==> src/rtl/twid_pkg.sv <==
package twid_pkg;
  typedef enum logic [1:0] {
    QUAD_0 = 2'd0,
    QUAD_1 = 2'd1,
    QUAD_2 = 2'd2,
    QUAD_3 = 2'd3
  } quad_e;
endpackage

==> src/rtl/twid_seq_counters.sv <==
module twid_seq_counters #(
  parameter int N_LOG2 = 6
) (
  input  logic              clk_i,
  input  logic              rst_ni,
  input  logic              sample_adv_i,
  input  logic              bin_adv_i,
  output logic [N_LOG2-1:0] n_o,
  output logic [N_LOG2-1:0] k_o,
  output logic [N_LOG2-1:0] phase_o,
  output logic              wrap_o
);
  localparam logic [N_LOG2-1:0] IDX_MAX = {N_LOG2{1'b1}};

  logic [N_LOG2-1:0] n_q, k_q, ph_q;
  logic              wrap_q;

  always_ff @(posedge clk_i or negedge rst_ni) begin
    if (!rst_ni) begin
      n_q    <= '0;
      k_q    <= '0;
      ph_q   <= '0;
      wrap_q <= 1'b0;
    end else begin
      wrap_q <= sample_adv_i && (n_q == IDX_MAX);
      if (sample_adv_i) begin
        n_q  <= n_q + 1'b1;
        k_q  <= '0;
        ph_q <= '0;
      end else if (bin_adv_i) begin
        k_q  <= k_q + 1'b1;
        // n*(k+1) = n*k + n; natural width wrap gives mod N
        ph_q <= ph_q + n_q;
      end
    end
  end

  assign n_o     = n_q;
  assign k_o     = k_q;
  assign phase_o = ph_q;
  assign wrap_o  = wrap_q;
endmodule

==> src/rtl/twid_quarter_rom.sv <==
module twid_quarter_rom #(
  parameter int N_LOG2 = 6,
  parameter int W      = 12
) (
  input  logic [N_LOG2-3:0] idx_i,
  output logic [W-2:0]      mag_o
);
  localparam int N  = 1 << N_LOG2;
  localparam int Q  = N / 4;
  localparam int FS = (1 << (W - 1)) - 1;

  logic [W-2:0] tbl [Q];

  for (genvar j = 0; j < Q; j++) begin : g_ent
    if (j == 0) begin : g_zero
      assign tbl[j] = '0;
    end else begin : g_val
      localparam real ANG = 6.283185307179586 * real'(j) / real'(N);
      localparam int  VAL = $rtoi(real'(FS) * $sin(ANG) + 0.5);
      assign tbl[j] = (W-1)'(VAL);
    end
  end

  assign mag_o = tbl[idx_i];
endmodule

==> src/rtl/twid_fold.sv <==
module twid_fold
  import twid_pkg::*;
#(
  parameter int N_LOG2 = 6,
  parameter int W      = 12
) (
  input  logic [N_LOG2-1:0]    phase_i,
  input  logic                 fwd_i,
  input  logic [W-2:0]         mag_dir_i,
  input  logic [W-2:0]         mag_mir_i,
  output logic [N_LOG2-3:0]    idx_dir_o,
  output logic [N_LOG2-3:0]    idx_mir_o,
  output logic signed [W-1:0]  cos_o,
  output logic signed [W-1:0]  sin_o
);
  localparam logic signed [W-1:0] FS = W'((1 << (W - 1)) - 1);

  quad_e                quad;
  logic [N_LOG2-3:0]    off;
  logic                 on_axis;
  logic signed [W-1:0]  sd, sm, c, s;

  assign quad      = quad_e'(phase_i[N_LOG2-1 -: 2]);
  assign off       = phase_i[N_LOG2-3:0];
  assign on_axis   = (off == '0);
  assign idx_dir_o = off;
  assign idx_mir_o = -off;  // Q - off, modulo Q
  assign sd        = signed'({1'b0, mag_dir_i});
  assign sm        = signed'({1'b0, mag_mir_i});

  always_comb begin
    unique case (quad)
      QUAD_0: begin
        c = on_axis ? FS : sm;
        s = on_axis ? '0 : sd;
      end
      QUAD_1: begin
        c = on_axis ? '0 : -sd;
        s = on_axis ? FS : sm;
      end
      QUAD_2: begin
        c = on_axis ? -FS : -sm;
        s = on_axis ? '0  : -sd;
      end
      default: begin
        c = on_axis ? '0  : sd;
        s = on_axis ? -FS : -sm;
      end
    endcase
  end

  assign cos_o = c;
  assign sin_o = fwd_i ? -s : s;
endmodule

==> src/rtl/twiddle_aspect_gen.sv <==
module twiddle_aspect_gen #(
  parameter int N_LOG2 = 6,
  parameter int W      = 12
) (
  input  logic                clk_i,
  input  logic                rst_ni,
  input  logic                sample_adv_i,
  input  logic                bin_adv_i,
  input  logic                fwd_i,
  output logic signed [W-1:0] cos_o,
  output logic signed [W-1:0] sin_o,
  output logic [N_LOG2-1:0]   n_o,
  output logic [N_LOG2-1:0]   k_o,
  output logic                frame_wrap_o
);
  localparam int                  R_W = N_LOG2 - 2;
  localparam logic signed [W-1:0] FS  = W'((1 << (W - 1)) - 1);

  logic [N_LOG2-1:0]   phase;
  logic [R_W-1:0]      idx [2];
  logic [W-2:0]        mag [2];
  logic signed [W-1:0] cos_d, sin_d;
  logic signed [W-1:0] cos_q, sin_q;

  twid_seq_counters #(.N_LOG2(N_LOG2)) u_cnt (
    .clk_i        (clk_i),
    .rst_ni       (rst_ni),
    .sample_adv_i (sample_adv_i),
    .bin_adv_i    (bin_adv_i),
    .n_o          (n_o),
    .k_o          (k_o),
    .phase_o      (phase),
    .wrap_o       (frame_wrap_o)
  );

  // two read ports: direct offset and mirrored offset
  for (genvar p = 0; p < 2; p++) begin : g_port
    twid_quarter_rom #(.N_LOG2(N_LOG2), .W(W)) u_rom (
      .idx_i (idx[p]),
      .mag_o (mag[p])
    );
  end

  twid_fold #(.N_LOG2(N_LOG2), .W(W)) u_fold (
    .phase_i   (phase),
    .fwd_i     (fwd_i),
    .mag_dir_i (mag[0]),
    .mag_mir_i (mag[1]),
    .idx_dir_o (idx[0]),
    .idx_mir_o (idx[1]),
    .cos_o     (cos_d),
    .sin_o     (sin_d)
  );

  always_ff @(posedge clk_i or negedge rst_ni) begin
    if (!rst_ni) begin
      cos_q <= FS;
      sin_q <= '0;
    end else begin
      cos_q <= cos_d;
      sin_q <= sin_d;
    end
  end

  assign cos_o = cos_q;
  assign sin_o = sin_q;
endmodule

==> config.mk <==
export PLATFORM = sky130hd
export DESIGN_NAME = twiddle_aspect_gen
export DESIGN_NICKNAME = d
export VERILOG_FILES = /design/src/rtl/twid_pkg.sv /design/src/rtl/twid_seq_counters.sv /design/src/rtl/twid_quarter_rom.sv /design/src/rtl/twid_fold.sv /design/src/rtl/twiddle_aspect_gen.sv
export SDC_FILE = /design/constraint.sdc
export NUM_CORES = 1
export LEC_CHECK = 0
export ABC_AREA = 1
export BUFFER_PORTS_ARGS = -buffer_cell sky130_fd_sc_hd__buf_4
export CAP_MARGIN = 15
export CORE_AREA = 2 2 123 125
export DETAILED_ROUTE_END_ITERATION = 12
export DIE_AREA = 0 0 125 127
export PLACE_DENSITY = 0.51
export SETUP_SLACK_MARGIN = 0.15
export SLEW_MARGIN = 10
export SYNTH_ARGS = -nofsm -noshare
export SYNTH_HDL_FRONTEND = slang
export SYNTH_SLANG_ARGS = --single-unit
export TNS_END_PERCENT = 30
==> constraint.sdc <==
create_clock -name clk_i -period 5.2 [get_ports clk_i]
set_input_delay 0.52 -clock clk_i [delete_from_list [all_inputs] [get_ports clk_i]]
set_output_delay 0.52 -clock clk_i [all_outputs]
set_load 0.01 [all_outputs]
==> run summary, run 1 <==
STATUS
--------------------------------------------------------------------------------
Result of the run .................................................    completed

STA
--------------------------------------------------------------------------------
Worst hold slack across all endpoints .............................     224.5 ps
Final-layout setup total negative slack ...........................         0 ps
Clock tree skew after final layout ................................     7.982 ps
Worst rel slew slack ..............................................       40.51%
Period minus WS final .............................................      3421 ps
Fin crit share ....................................................       65.80%
Measured slew at the worst slew-check pin .........................     891.4 ps
RSZ-0062 raised after global routing ..............................           no
Setup Viol. Count Final ...........................................            0
Final max-slew violation count ....................................            0
Setup WS post-layout ..............................................      1779 ps
Maximum operating frequency .......................................    292.3 MHz
Fin. Hold Viols ...................................................            0

CLOCK NETWORK
--------------------------------------------------------------------------------
Cell at the root of the clock tree ................................ sky130_fd_sc_hd__clkbuf_16
Quantity of hold-fixing buffers added after cts ...................            0
Total clock sinks .................................................           43
Number of setup buffers added after CTS ...........................            0
Clock-pin slew on the worst setup and hold paths ..................        60 ps
Post-CTS Resized ..................................................            0
Number of H-tree branching levels .................................            2
Clock buffer count from CTS .......................................            5
TritonCTS clock tree ..............................................        built
Clock insertion delay at the later pin of the skew report .........       280 ps
Number of buffers between clock root and the deepest sink .........            2

DRT
--------------------------------------------------------------------------------
Length of the first detailed-routing pass in iterations ...........            5
Wire per inst .....................................................     13.26 um
Average vias per placed instance ..................................        4.733
Wirelength, routed ................................................     10180 um
Remaining routing DRC violations ..................................            0
Post-route antenna net violation count ............................            0
Via total after detailed routing ..................................         3635
Initial DRC Count .................................................          289

CRITICAL PATH
--------------------------------------------------------------------------------
Start of the worst register-to-register path ...................... u_cnt.phase_o[1]$_DFFE_PN0P_
Kind of start point of the critical path ..........................    flip-flop
Critical Path, Cell by Cell ....................................... inv_1 > ha_1 > inv_1 > nand2_4 > nand2_2 > inv_2 > o21ai_0 > o21ai_1 > inv_1 > ha_1 > nand3_1 > nor2_1 > nand2_1 > nor2_1 > nor2_1 > nand3_1 > nand3_1 > nor2_1 > nand3_1 > nand3_1 > nand2_1
Slowest cell on the critical path ................................. sky130_fd_sc_hd__dfrtp_1
Category of the critical setup timing path ........................ flip-flop to flip-flop
CP Data Arrival Time ..............................................      3590 ps
Critical path origin .............................................. u_cnt.phase_o[1]$_DFFE_PN0P_
Max stage delay on crit path ......................................       560 ps
Crit. End Element .................................................    flip-flop
Worst-path maximum fanout .........................................           11
Cell seen most often among critical-path stages ................... sky130_fd_sc_hd__nand3_1
Required arrival time at the worst endpoint .......................      5360 ps

LAYOUT
--------------------------------------------------------------------------------
FILL cells ........................................................         1589
Cell area after layout ............................................   4198 sq um
Area growth from synthesis to final layout ........................       16.70%
Multi-input logic area ............................................   2188 sq um
Fraction of layout cells with a size suffix above 1 ...............       15.92%
Antenna diodes ....................................................            0
Total number of nets in the final design ..........................          607
Seq. cell area ....................................................   1090 sq um

PLACED DESIGN
--------------------------------------------------------------------------------
Gp weighted congestion ............................................       0.9108
Pre-CTS setup slack ...............................................      1807 ps
Count of input and output buffers .................................           41
Half-perimeter wire length after detailed placement ...............      8020 um
Area of placed instances ..........................................   4050 sq um

LOGIC SYNTHESIS
--------------------------------------------------------------------------------
Synthesized net count .............................................          576
Library cells used by synthesis ...................................           35
Average size of a mapped cell .....................................  6.517 sq um
Synthesis Warnings ................................................            0
Seq/Total Area, Yosys .............................................       30.30%
XOR/XNOR share of the synthesized area ............................       3.165%
Flip-flop and latch count after synthesis .........................           43
Mux share of post-synthesis cell area .............................           0%
Dominant combinational cell family by area after synthesis ........ simple AND/OR/NAND/NOR gates
Post-Synthesis Cells ..............................................          552
Mapped cell area ..................................................   3597 sq um
Fraction of the mapped netlist area in simple logic gates .........       40.90%
Adder and majority gate portion of the synthesized area ...........       6.817%
Synth Area in Compound Gates ......................................       9.948%

GLOBAL ROUTE
--------------------------------------------------------------------------------
Number of antenna violations at the first check in global routing .            0
Largest net degree at the start of global routing .................           44
M2 GR Usage .......................................................       21.64%
Global routing met3 resource utilization ..........................       2.596%
Met1 usage ........................................................       17.47%
All-Layer GR Usage ................................................       12.85%
Total congestion overflow after global routing ....................            0
Via count of the first global-routing pass ........................         3464
Most crowded layer after global routing ...........................         met2
Wire length of the first global-routing pass ......................     17020 um

FLOORPLAN
--------------------------------------------------------------------------------
Core Region .......................................................  14420 sq um
Initial Utilization ...............................................       24.94%
Die Ht ............................................................       127 um
Horizontal die dimension ..........................................       125 um
Number of placement rows ..........................................           44
Die footprint .....................................................  15880 sq um
I/O pin cnt .......................................................           42

RUN
--------------------------------------------------------------------------------
Max Cap Violations ................................................            0

WORST HOLD PATH
--------------------------------------------------------------------------------
Worst hold-check path type ........................................ primary input to asynchronous set/reset pin

==> synth_stat cells <==
library cell                instances  share of area, %
sky130_fd_sc_hd__o21ai_0           30               4.2
sky130_fd_sc_hd__nand3_2            2              0.56
sky130_fd_sc_hd__dfrtp_1           32                22
sky130_fd_sc_hd__ha_1              18               6.3
sky130_fd_sc_hd__o2111ai_1          6               1.5
sky130_fd_sc_hd__nand4_1            6               1.0
sky130_fd_sc_hd__nand3b_1           2              0.42
sky130_fd_sc_hd__buf_2              8               1.1
sky130_fd_sc_hd__nor2_4             2              0.63
sky130_fd_sc_hd__nand2_4            3              0.94
sky130_fd_sc_hd__clkinv_1           1              0.10
sky130_fd_sc_hd__buf_4              2              0.42
sky130_fd_sc_hd__dfstp_2           11               8.0
sky130_fd_sc_hd__nor2_1            51               5.3
sky130_fd_sc_hd__o22ai_1            5              0.87
sky130_fd_sc_hd__o21ai_2            1              0.24
sky130_fd_sc_hd__inv_2              5              0.52
sky130_fd_sc_hd__a31oi_1            2              0.35
sky130_fd_sc_hd__o21ai_1            9               1.3
sky130_fd_sc_hd__nor3_1             6              0.83
sky130_fd_sc_hd__nand2_1          186                19
sky130_fd_sc_hd__xor2_1             8               1.9
sky130_fd_sc_hd__a211oi_1           1              0.21
sky130_fd_sc_hd__xnor2_1            5               1.2
sky130_fd_sc_hd__inv_6              1              0.24
sky130_fd_sc_hd__nor2_2             4              0.70
sky130_fd_sc_hd__nand2_2           11               1.9
sky130_fd_sc_hd__a21oi_1           10               1.4
sky130_fd_sc_hd__inv_1             48               5.0
sky130_fd_sc_hd__fa_1               1              0.56
sky130_fd_sc_hd__or2_1              1              0.17
sky130_fd_sc_hd__buf_6              2              0.63
sky130_fd_sc_hd__nand3_1           62               8.6
sky130_fd_sc_hd__clkbuf_1           8              0.83
sky130_fd_sc_hd__or2_2              2              0.35
==> cells by family after synthesis <==
kind of cell    Yosys count
simple gates            338
buf+inv                  75
compound gates           64
flops                    43
fa+ha+maj                19
xor+xnor                 13
==> worst max-delay path, delay by kind of cell (launching register included) <==
kind / cells / cell delay (ps)
buffers and inverters: 4 / 580
AOI/OAI and AO/OA: 2 / 230
adders and majority gates: 2 / 500
DFF: 1 / 560
and+or+nand+nor: 13 / 1430
==> final cells by class <==
class	count	share of cell area [%]
clock buffer	7	3.398
clock inverter	1	0.1192
multi-input combinational	434	52.13
tap	184	5.484
sequential	43	25.96
timing repair buffer	44	7.869
inverter	55	5.037
==> per-layer routing <==
metal	up-vias	part of all wire (%)	wire [um]
li1	1838	-	-
met2	113	47	4781
met5	-	0	0
met1	1676	47	4751
met4	0	1.0	104
met3	8	5.4	545
==> worst paths after layout <==
kind                                                end  slack [ps]  cells past startpoint
setup / recovery                    sin_o[10]$_DFF_PN0_        1780                     21
hold / removal                       sin_o[3]$_DFF_PN0_         220                      1
setup reg to reg                    sin_o[10]$_DFF_PN0_        1780                     21
hold reg to reg                u_cnt.k_o[5]$_DFFE_PN0P_         480                      1
max in group asynchronous  u_cnt.phase_o[3]$_DFFE_PN0P_        4590                      1
min in group clk_i             u_cnt.k_o[2]$_DFFE_PN0P_         470                      2
==> cell usage in the layout (no fill, tap or decap), types with 10 or more instances in the layout <==
| cell type | instances |
|---|---|
| sky130_fd_sc_hd__nand2_1 | 186 |
| sky130_fd_sc_hd__nand3_1 | 62 |
| sky130_fd_sc_hd__nor2_1 | 51 |
| sky130_fd_sc_hd__inv_1 | 48 |
| sky130_fd_sc_hd__buf_4 | 44 |
| sky130_fd_sc_hd__dfrtp_1 | 32 |
| sky130_fd_sc_hd__o21ai_0 | 30 |
| sky130_fd_sc_hd__ha_1 | 18 |
| sky130_fd_sc_hd__nand2_2 | 11 |
| sky130_fd_sc_hd__dfstp_2 | 11 |
| sky130_fd_sc_hd__a21oi_1 | 10 |
==> sequential cells by signal (all words and copies together), names as in the netlist <==
signal and cells:
cos_o 12, sin_o 12, u_cnt.k_o 6, u_cnt.n_o 6, u_cnt.phase_o 6, u_cnt.wrap_o 1
==> through the flow <==
step	utilization (%)	instances
6_report	29.10	768
5_1_grt	29.10	768
4_1_cts	29.10	768
3_5_place_dp	28.08	760
3_3_place_gp	28.08	760
2_1_floorplan	-	552
Power of run 1 is not shown: default switching activity piles up to over one toggle a cycle in this logic, so the estimate is an artifact.
==> run 2, diff against run 1 <==
clock period = 3.55 ns   (was 5.2 ns; I/O delays follow)
==> run summary, run 2 (synthesized netlist as in run 1, its figures left out) <==
LAYOUT
--------------------------------------------------------------------------------
End-of-flow core utilization ......................................       29.60%   +0.49 points
Fraction of layout cells with a size suffix above 1 ...............       17.12%   +1.2 points
Multi-input logic area ............................................   2197 sq um   +0.40%
Leading cell type in the layout, fill and taps excluded ........... sky130_fd_sc_hd__nand2_1
FILL cells ........................................................         1627   +2.4%
Number of standard cells in the final layout excluding fillers ....          774   +0.78%
Antenna diodes ....................................................            0   unchanged
Total number of nets in the final design ..........................          613   +0.99%
Area growth from synthesis to final layout ........................       18.68%
Seq. cell area ....................................................   1092 sq um   +0.23%
Commonest non-fill, non-tap cells in the layout ................... sky130_fd_sc_hd__nand2_1, sky130_fd_sc_hd__nand3_1, sky130_fd_sc_hd__nor2_1, sky130_fd_sc_hd__buf_4, sky130_fd_sc_hd__inv_1

STA
--------------------------------------------------------------------------------
Setup Viol. Count Final ...........................................            0   unchanged
Worst hold slack across all endpoints .............................     65.72 ps   -158.8 ps
Maximum operating frequency .......................................    323.2 MHz   +11%
Measured slew at the worst slew-check pin .........................     587.1 ps   -304.3 ps
Final-layout setup total negative slack ...........................         0 ps   unchanged
RSZ-0062 raised after global routing ..............................           no
Worst rel slew slack ..............................................       60.82%   +20 points
Clock tree skew after final layout ................................     8.225 ps   +0.2429 ps
Fin. Hold Viols ...................................................            0   unchanged
Period minus WS final .............................................      3094 ps   -327.1 ps
Fin crit share ....................................................       87.16%   +21 points
Final max-slew violation count ....................................            0   unchanged

FLOORPLAN
--------------------------------------------------------------------------------
Die Ht ............................................................       127 um   unchanged
Horizontal die dimension ..........................................       125 um   unchanged
Number of placement rows ..........................................           44   unchanged
Core Region .......................................................  14420 sq um   unchanged
Initial Utilization ...............................................       24.94%   unchanged
I/O pin cnt .......................................................           42   unchanged
Die footprint .....................................................  15880 sq um   unchanged

PLACED DESIGN
--------------------------------------------------------------------------------
Post-Place Cells ..................................................          763   +0.39%
Gp weighted congestion ............................................       0.9274   +1.8%
Half-perimeter wire length after detailed placement ...............      8174 um   +1.9%
Count of input and output buffers .................................           41   unchanged

CLOCK NETWORK
--------------------------------------------------------------------------------
Clock buffer count from CTS .......................................            5   unchanged
Cell at the root of the clock tree ................................ sky130_fd_sc_hd__clkbuf_16
Number of H-tree branching levels .................................            2   unchanged
Total clock sinks .................................................           43   unchanged
TritonCTS clock tree ..............................................        built
Clock insertion delay at the later pin of the skew report .........       290 ps   about the same
Clock-pin slew on the worst setup and hold paths ..................        60 ps   about the same
Number of buffers between clock root and the deepest sink .........            2   unchanged

GLOBAL ROUTE
--------------------------------------------------------------------------------
Number of antenna violations at the first check in global routing .            0   unchanged
Wire length of the first global-routing pass ......................     17630 um   +3.6%
All-Layer GR Usage ................................................       13.40%   +0.55 points
Largest net degree at the start of global routing .................           44   unchanged
Total congestion overflow after global routing ....................            0   unchanged
Via count of the first global-routing pass ........................         3555   +2.6%

CRITICAL PATH
--------------------------------------------------------------------------------
Crit. End Element .................................................    flip-flop
Kind of start point of the critical path ..........................    flip-flop
CP Data Arrival Time ..............................................      3270 ps   -320 ps
Category of the critical setup timing path ........................ flip-flop to flip-flop
Worst-path maximum fanout .........................................           11   unchanged
Required arrival time at the worst endpoint .......................      3730 ps   -1630 ps

DRT
--------------------------------------------------------------------------------
Average vias per placed instance ..................................        4.762   +0.62%
Via total after detailed routing ..................................         3686   +1.4%
Remaining routing DRC violations ..................................            0   unchanged
Wirelength, routed ................................................     10450 um   +2.6%
Post-route antenna net violation count ............................            0   unchanged
Initial DRC Count .................................................          256   -11%
Length of the first detailed-routing pass in iterations ...........            5   unchanged
Wire per inst .....................................................     13.50 um   +1.8%

STATUS
--------------------------------------------------------------------------------
Result of the run .................................................    completed

WORST HOLD PATH
--------------------------------------------------------------------------------
Worst hold-check path type ........................................ primary input to asynchronous set/reset pin

RUN
--------------------------------------------------------------------------------
Max Cap Violations ................................................            0   unchanged

==> run 2: final cells by class <==
type | count | share of cell area, %
inverter | 55 | 4.953
tap | 184 | 5.393
clock inverter | 1 | 0.7034
multi-input combinational | 434 | 51.47
clock buffer | 7 | 3.107
sequential | 43 | 25.59
timing repair buffer | 50 | 8.793
==> run 2: stage by stage <==
step           area, sq um  setup slack, ps
6_report              4269            455.7
5_1_grt               4269            144.4
4_1_cts               4235            166.6
2_1_floorplan         3597            772.0
3_5_place_dp          4073            199.1
3_3_place_gp          4073            226.8
==> run 2: timing repair <==
| action | CTS | global route |
|---|---|---|
| gates resized for setup | 0 | 4 |
| setup buffers | 0 | 3 |
| hold buffers | 0 | 0 |
| setup endpoints to repair | 0 | 9 |
==> run 2: critical path, cell delays in order (launching register included) <==
cell	delay, ps
sky130_fd_sc_hd__dfrtp_2	390
sky130_fd_sc_hd__inv_1	120
sky130_fd_sc_hd__ha_1	260
sky130_fd_sc_hd__inv_1	160
sky130_fd_sc_hd__nand2_4	100
sky130_fd_sc_hd__nand2_4	140
sky130_fd_sc_hd__inv_2	50
sky130_fd_sc_hd__o21ai_0	160
sky130_fd_sc_hd__o21ai_1	90
sky130_fd_sc_hd__inv_1	140
sky130_fd_sc_hd__ha_1	210
sky130_fd_sc_hd__nand3_1	80
sky130_fd_sc_hd__nor2_1	120
sky130_fd_sc_hd__nand2_1	120
sky130_fd_sc_hd__nor2_1	180
sky130_fd_sc_hd__nor2_1	120
sky130_fd_sc_hd__nand3_1	120
sky130_fd_sc_hd__nand3_1	90
sky130_fd_sc_hd__nor2_1	100
sky130_fd_sc_hd__nand3_1	90
sky130_fd_sc_hd__nand3_1	80
sky130_fd_sc_hd__nand2_1	50
==> run 2: path summary, 6_finish.rpt <==
path                            cells past startpoint  slack, ps                           end                         start
worst max-delay path                               21        460           sin_o[10]$_DFF_PN0_  u_cnt.phase_o[1]$_DFFE_PN0P_
worst min-delay path                                1         70            sin_o[2]$_DFF_PN0_                        rst_ni
worst max register to register                     21        460           sin_o[10]$_DFF_PN0_  u_cnt.phase_o[1]$_DFFE_PN0P_
worst min register to register                      1        470      u_cnt.k_o[5]$_DFFE_PN0P_      u_cnt.k_o[5]$_DFFE_PN0P_
max in group asynchronous                           1       3070  u_cnt.phase_o[0]$_DFFE_PN0P_                        rst_ni
min in group clk_i                                  2        290      u_cnt.k_o[2]$_DFFE_PN0P_                  sample_adv_i
==> run 2: metal layers <==
layer | GRT usage (%) | vias to the layer above | part of all wire [%]
met4 | 4.379 | 0 | 2.4
met2 | 21.42 | 106 | 45
met1 | 18.45 | 1715 | 47
met5 | 0 | - | 0
met3 | 2.345 | 17 | 5.0
li1 | - | 1848 | -
Power of run 2 is left out for the same reason.
